**src/rtl/srst_pkg.sv**
```systemverilog
package srst_pkg;

  localparam int DATA_W    = 32;
  localparam int NUM_STEPS = 5;
  localparam int STEP_W    = 3;

  // alias offsets inside one register group
  localparam logic [3:0] OFF_SET = 4'h4;
  localparam logic [3:0] OFF_CLR = 4'h8;

  localparam logic [4:0] BIT_SRST = 5'd31;
  localparam logic [4:0] BIT_GATE = 5'd30;

  typedef enum logic [2:0] {
    ST_IDLE,
    ST_WRITE,
    ST_SETTLE,
    ST_READ,
    ST_DONE,
    ST_FAIL
  } seq_state_e;

  // one step: write a mask to an alias, optionally poll a bit for a value
  typedef struct packed {
    logic [3:0] off;
    logic [4:0] wbit;
    logic       polls;
    logic [4:0] pbit;
    logic       want;
  } step_t;

  function automatic step_t step_desc(input logic [STEP_W-1:0] idx);
    step_t d;
    case (idx)
      3'd1:    d = '{OFF_CLR, BIT_GATE, 1'b0, BIT_GATE, 1'b0};
      3'd2:    d = '{OFF_SET, BIT_SRST, 1'b1, BIT_GATE, 1'b1};
      3'd3:    d = '{OFF_CLR, BIT_SRST, 1'b1, BIT_SRST, 1'b0};
      3'd4:    d = '{OFF_CLR, BIT_GATE, 1'b1, BIT_GATE, 1'b0};
      default: d = '{OFF_CLR, BIT_SRST, 1'b1, BIT_SRST, 1'b0};
    endcase
    return d;
  endfunction

  function automatic logic [DATA_W-1:0] bit_mask(input logic [4:0] pos);
    return DATA_W'(1) << pos;
  endfunction

endpackage

```
**src/rtl/srst_count.sv**
```systemverilog
module srst_count #(
  parameter int LIMIT = 16
) (
  input  logic clk,
  input  logic rst_n,
  input  logic clr,
  input  logic inc,
  output logic at_last
);
  localparam int CW = $clog2(LIMIT + 1);

  logic [CW-1:0] cnt_q;

  always_ff @(posedge clk or negedge rst_n) begin
    if (!rst_n)      cnt_q <= '0;
    else if (clr)    cnt_q <= '0;
    else if (inc)    cnt_q <= cnt_q + CW'(1);
  end

  assign at_last = (cnt_q == CW'(LIMIT - 1));

  // a poll never counts past its bound
  a_r6_count_cap: assert property (@(posedge clk) disable iff (!rst_n)
    cnt_q <= CW'(LIMIT));

endmodule

```
**src/rtl/srst_bus_port.sv**
```systemverilog
module srst_bus_port
  import srst_pkg::*;
#(
  parameter int AW = 32
) (
  input  logic              clk,
  input  logic              rst_n,
  input  logic              issue_wr,
  input  logic              issue_rd,
  input  logic [AW-1:0]     base,
  input  step_t             desc,
  input  logic              bus_ack,
  input  logic [DATA_W-1:0] bus_rdata,
  output logic              bus_req,
  output logic              bus_we,
  output logic [AW-1:0]     bus_addr,
  output logic [DATA_W-1:0] bus_wdata,
  output logic              ev_wr_done,
  output logic              ev_rd_done,
  output logic              ev_match
);

  function automatic logic [AW-1:0] alias_addr(input logic [AW-1:0] b, input logic [3:0] off);
    return b + AW'(off);
  endfunction

  logic polled_bit;

  assign bus_req    = issue_wr | issue_rd;
  assign bus_we     = issue_wr;
  assign bus_addr   = issue_wr ? alias_addr(base, desc.off) : base;
  assign bus_wdata  = issue_wr ? bit_mask(desc.wbit) : '0;
  assign ev_wr_done = issue_wr & bus_ack;
  assign ev_rd_done = issue_rd & bus_ack;
  assign polled_bit = bus_rdata[desc.pbit];
  assign ev_match   = (polled_bit == desc.want);

  // an unacknowledged access holds still
  a_r8_hold_access: assert property (@(posedge clk) disable iff (!rst_n)
    (bus_req && !bus_ack) |=> (bus_req && $stable(bus_we) && $stable(bus_addr) && $stable(bus_wdata)));

endmodule

```
**src/rtl/srst_seq.sv**
```systemverilog
module srst_seq
  import srst_pkg::*;
#(
  parameter int AW            = 32,
  parameter int SETTLE_CYCLES = 16,
  parameter int POLL_LIMIT    = 1024
) (
  input  logic              clk,
  input  logic              rst_n,
  input  logic              start,
  input  logic [AW-1:0]     start_base,
  output logic              busy,
  output logic              done,
  output logic              fail,
  output logic              bus_req,
  output logic              bus_we,
  output logic [AW-1:0]     bus_addr,
  output logic [DATA_W-1:0] bus_wdata,
  input  logic              bus_ack,
  input  logic [DATA_W-1:0] bus_rdata
);
  localparam logic [STEP_W-1:0] LAST_STEP = STEP_W'(NUM_STEPS - 1);

  seq_state_e        state_q;
  logic [STEP_W-1:0] step_q;
  logic [AW-1:0]     base_q;
  step_t             desc;

  // named internal events
  logic ev_accept, ev_wr_done, ev_rd_done, ev_match;
  logic ev_settled, ev_poll_last, ev_timeout, ev_last_step, ev_advance;
  logic in_settle;

  assign desc         = step_desc(step_q);
  assign busy         = (state_q != ST_IDLE);
  assign done         = (state_q == ST_DONE);
  assign fail         = (state_q == ST_FAIL);
  assign in_settle    = (state_q == ST_SETTLE);
  assign ev_accept    = start && !busy;
  assign ev_last_step = (step_q == LAST_STEP);
  assign ev_advance   = (ev_wr_done && !desc.polls) || (ev_rd_done && ev_match);
  assign ev_timeout   = ev_rd_done && !ev_match && ev_poll_last;

  srst_bus_port #(.AW(AW)) u_port (
    .clk        (clk),
    .rst_n      (rst_n),
    .issue_wr   (state_q == ST_WRITE),
    .issue_rd   (state_q == ST_READ),
    .base       (base_q),
    .desc       (desc),
    .bus_ack    (bus_ack),
    .bus_rdata  (bus_rdata),
    .bus_req    (bus_req),
    .bus_we     (bus_we),
    .bus_addr   (bus_addr),
    .bus_wdata  (bus_wdata),
    .ev_wr_done (ev_wr_done),
    .ev_rd_done (ev_rd_done),
    .ev_match   (ev_match)
  );

  srst_count #(.LIMIT(SETTLE_CYCLES)) u_settle (
    .clk     (clk),
    .rst_n   (rst_n),
    .clr     (ev_wr_done),
    .inc     (in_settle && !ev_settled),
    .at_last (ev_settled)
  );

  srst_count #(.LIMIT(POLL_LIMIT)) u_polls (
    .clk     (clk),
    .rst_n   (rst_n),
    .clr     (in_settle),
    .inc     (ev_rd_done),
    .at_last (ev_poll_last)
  );

  always_ff @(posedge clk or negedge rst_n) begin
    if (!rst_n) begin
      state_q <= ST_IDLE;
      step_q  <= '0;
      base_q  <= '0;
    end else begin
      case (state_q)
        ST_IDLE: if (ev_accept) begin
          base_q  <= start_base;
          step_q  <= '0;
          state_q <= ST_WRITE;
        end
        ST_WRITE: begin
          if (ev_advance) begin
            if (ev_last_step) state_q <= ST_DONE;
            else begin
              step_q  <= step_q + STEP_W'(1);
              state_q <= ST_WRITE;
            end
          end else if (ev_wr_done) state_q <= ST_SETTLE;
        end
        ST_SETTLE: if (ev_settled) state_q <= ST_READ;
        ST_READ: begin
          if (ev_advance) begin
            if (ev_last_step) state_q <= ST_DONE;
            else begin
              step_q  <= step_q + STEP_W'(1);
              state_q <= ST_WRITE;
            end
          end else if (ev_timeout) state_q <= ST_FAIL;
        end
        default: state_q <= ST_IDLE;
      endcase
    end
  end

  // end pulses exclusive, single-cycle, and followed by idle
  a_r9_end_exclusive: assert property (@(posedge clk) disable iff (!rst_n)
    !(done && fail));
  a_r9_done_single: assert property (@(posedge clk) disable iff (!rst_n)
    done |=> !done);
  a_r9_idle_after_end: assert property (@(posedge clk) disable iff (!rst_n)
    (done || fail) |=> !busy);
  // an accepted start raises busy
  a_r2_busy_on_start: assert property (@(posedge clk) disable iff (!rst_n)
    (start && !busy) |=> busy);
  // no access during the error pulse
  a_r7_quiet_on_fail: assert property (@(posedge clk) disable iff (!rst_n)
    fail |-> !bus_req);

endmodule

```
**config.mk**
```make
export PLATFORM = sky130hd
export DESIGN_NAME = srst_seq
export DESIGN_NICKNAME = d
export VERILOG_FILES = /design/src/rtl/srst_pkg.sv /design/src/rtl/srst_count.sv /design/src/rtl/srst_bus_port.sv /design/src/rtl/srst_seq.sv
export SDC_FILE = /design/constraint.sdc
export NUM_CORES = 1
export LEC_CHECK = 0
export ABC_AREA = 0
export BUFFER_PORTS_ARGS = -buffer_cell sky130_fd_sc_hd__buf_2
export CORE_UTILIZATION = 46
export DETAILED_ROUTE_END_ITERATION = 6
export PLACE_DENSITY = 0.76
export SLEW_MARGIN = 30
export SYNTH_ARGS = -nofsm -noshare
export SYNTH_HDL_FRONTEND = slang
export SYNTH_HIERARCHICAL = 1
export SYNTH_SLANG_ARGS = --single-unit
```
**constraint.sdc**
```tcl
create_clock -name clk -period 2.5 [get_ports clk]
set_input_delay 0.375 -clock clk [delete_from_list [all_inputs] [get_ports clk]]
set_output_delay 0.375 -clock clk [all_outputs]
set_load 0.005 [all_outputs]
```
==> qor.yml <==
crit_type: "reg -> out"
drv_slew: 0
antenna_cells: 0
cp-startpoint: "step_q[0]$_DFFE_PN0P_"
reg2reg_depth: 13
die_x_um: 94.6
critPathTopFamily: "simple AND/OR/NAND/NOR gates"
worst_pin_slew_ns: 0.602
cp_num_buf_inv: 2
htree_levels: 2
clk-insertion-delay-late_ns: 0.31
slowest_delay_ns: 0.49
finClkSkew_ns: 0.00587
power_mw: 5.45
hold_ws_ns: 0.291
place_area_mm2: 0.00480
antenna_left: 0
syn_inst: 411
drc: 0
cts_tree: "done"
final_core_utilization_pct: 64.0
hp-class: "in -> reg"
cp_max_fo: 6
rsz0062_at_grt: "true"
maxCapViolations: 0
reg2reg_setup_slack_ns: -0.19
critPathMostFrequentCell: "ha_4"
layout_common_cells: "buf_2 (105), dfrtp_1 (54), nor2_1 (45)"
end_kind: "output port"
initial_core_util_pct: 47.7
grt-busiest-layer: "met2"
wl_mm: 9.98
grt_max_degree: 28
io_buffer_count: 106
cts_num_sinks: 54
place_ws_ns: -0.232
cp.depth: 11
grt_pass1_wl_mm: 14.9
clk_path_buf_depth: 2
track_usage_pct: 21.2
overflow: 0
final_common_cell: "buf_2"
vdd_ir_drop_max_uv: 570
start_kind: "flop"
fin_nets: 650
syn-cell-area_mm2: 0.00394
stdcell_area_mm2: 0.00529
use_met3_pct: 3.70
avgViaCountPerCell: 5.31
cts_root_buf: "clkbuf_8"
area_growth_pct: 34.1
tns_ns: -10.40
use_met2_pct: 38.3
r2r-start: "step_q[1]$_DFFE_PN0P_"
layout-drive-gt1-share_pct: 43.3
cellPowerDensity_mw_per_mm2: 1030
endpoint: "bus_addr[31]"
path_cells: "inv_2, ha_4, nor2b_4, nand2b_4, ha_4, a21oi_2, o22ai_2, or3b_4, nor3_4, xor2_1, buf_2"
gr-usage-met1_pct: 25.2
final.min_clock_period_ns: 3.00
dr_total_vias: 3591
grt_pass1_vias: 3384
clk_pin_slew_ns: 0.10
ios: 137
dr.pass1.iters: 4
antenna_found_initial: 0
die_y_um: 94.6
violations: "negative setup slack"
status: "complete, but fails checks"
slowest_stage: "or3b_4"
cp_data_arrival_time_ns: 2.62
yosys_warnings: 6
layout.cells.non_filler: 676
dpl.cell_count: 655
synth.avg_cell_area_um2: 9.59
leakagePower_nw: 2.46
r2r_end: "step_q[0]$_DFFE_PN0P_"
dieArea_mm2: 0.00895
rows: 33
slew_headroom_pct: 59.5
cts_made_buffers: 5
hold_viol_final: 0
period_share_pct: 120
drt_iter0_drc: 107
coreArea_mm2: 0.00826
worst_slack_ns: -0.499
n_fill_cell: 677
dp_hpwl_mm: 7.20
gp_congestion: 0.839
required_ns: 2.12
fmaxAchievable_mhz: 333
wl_per_cell_um: 14.8
setup_viol: 35
-- metal layers --
layer / vias up / part of all wire, %
met5: - / 0
met4: 0 / 2.1
met3: 16 / 6.2
met2: 123 / 49
met1: 1704 / 42
li1: 1748 / -
-- flip-flops by register name, summed over array words and instances, names as in the netlist --
| name | cells |
|---|---|
| base_q | 32 |
| step_q | 3 |
| u_polls/cnt_q | 11 |
| u_settle/cnt_q | 5 |
| state_q | 3 |
-- what timing repair did --
item / CTS / global route
hold buffers: 1 / 0
hold endpoints to repair: 15 / 0
endpoints found under the setup margin: 35 / 37
buffers inserted: 8 / 6
pin swaps: 21 / 20
gates resized for setup: 23 / 31
-- worst min path at each step --
| stage | from | to | slack (ns) | cells after the start |
|---|---|---|---|---|
| 3_3_place_gp | rst_n | base_q[25]$_DFFE_PN0P_ | 0.34 | 1 |
| 4_1_cts | start_base[18] | base_q[18]$_DFFE_PN0P_ | 0.28 | 2 |
| 2_1_floorplan | rst_n | base_q[0]$_DFFE_PN0P_ | 0.08 | 0 |
| 3_5_place_dp | rst_n | base_q[25]$_DFFE_PN0P_ | 0.34 | 1 |
| 6_report | start_base[11] | base_q[11]$_DFFE_PN0P_ | 0.29 | 2 |
| 5_1_grt | start_base[30] | base_q[30]$_DFFE_PN0P_ | 0.27 | 2 |
-- power by group --
group | leakage, nW | switching (mW) | internal [mW]
sequential | 0.675 | 0.439 | 1.23
clock | 0.0514 | 0.284 | 0.299
combinational | 1.74 | 1.49 | 1.72
total | 2.46 | 2.21 | 3.24
-- worst reg2reg max path, delay by kind of cell, from the launching register on --
kind	cells	cell delay [ns]
buffers and inverters	2	0.27
adders and majority gates	1	0.15
muxes	1	0.37
DFF	1	0.41
xor gates and xnor gates	1	0.21
AOI/OAI and AO/OA	3	0.51
and+or+nand+nor	5	0.67
-- cell type report --
cell class	instances	area, um^2	area share [%]
clock inverter	2	37.5	0.710
clock buffer	6	72.6	1.37
timing repair buffer	148	881	16.7
multi-input combinational	353	2780	52.6
tap	105	131	2.49
inverter	8	30.0	0.568
sequential	54	1350	25.6
Note: power is estimated with default switching activity, not from simulation.
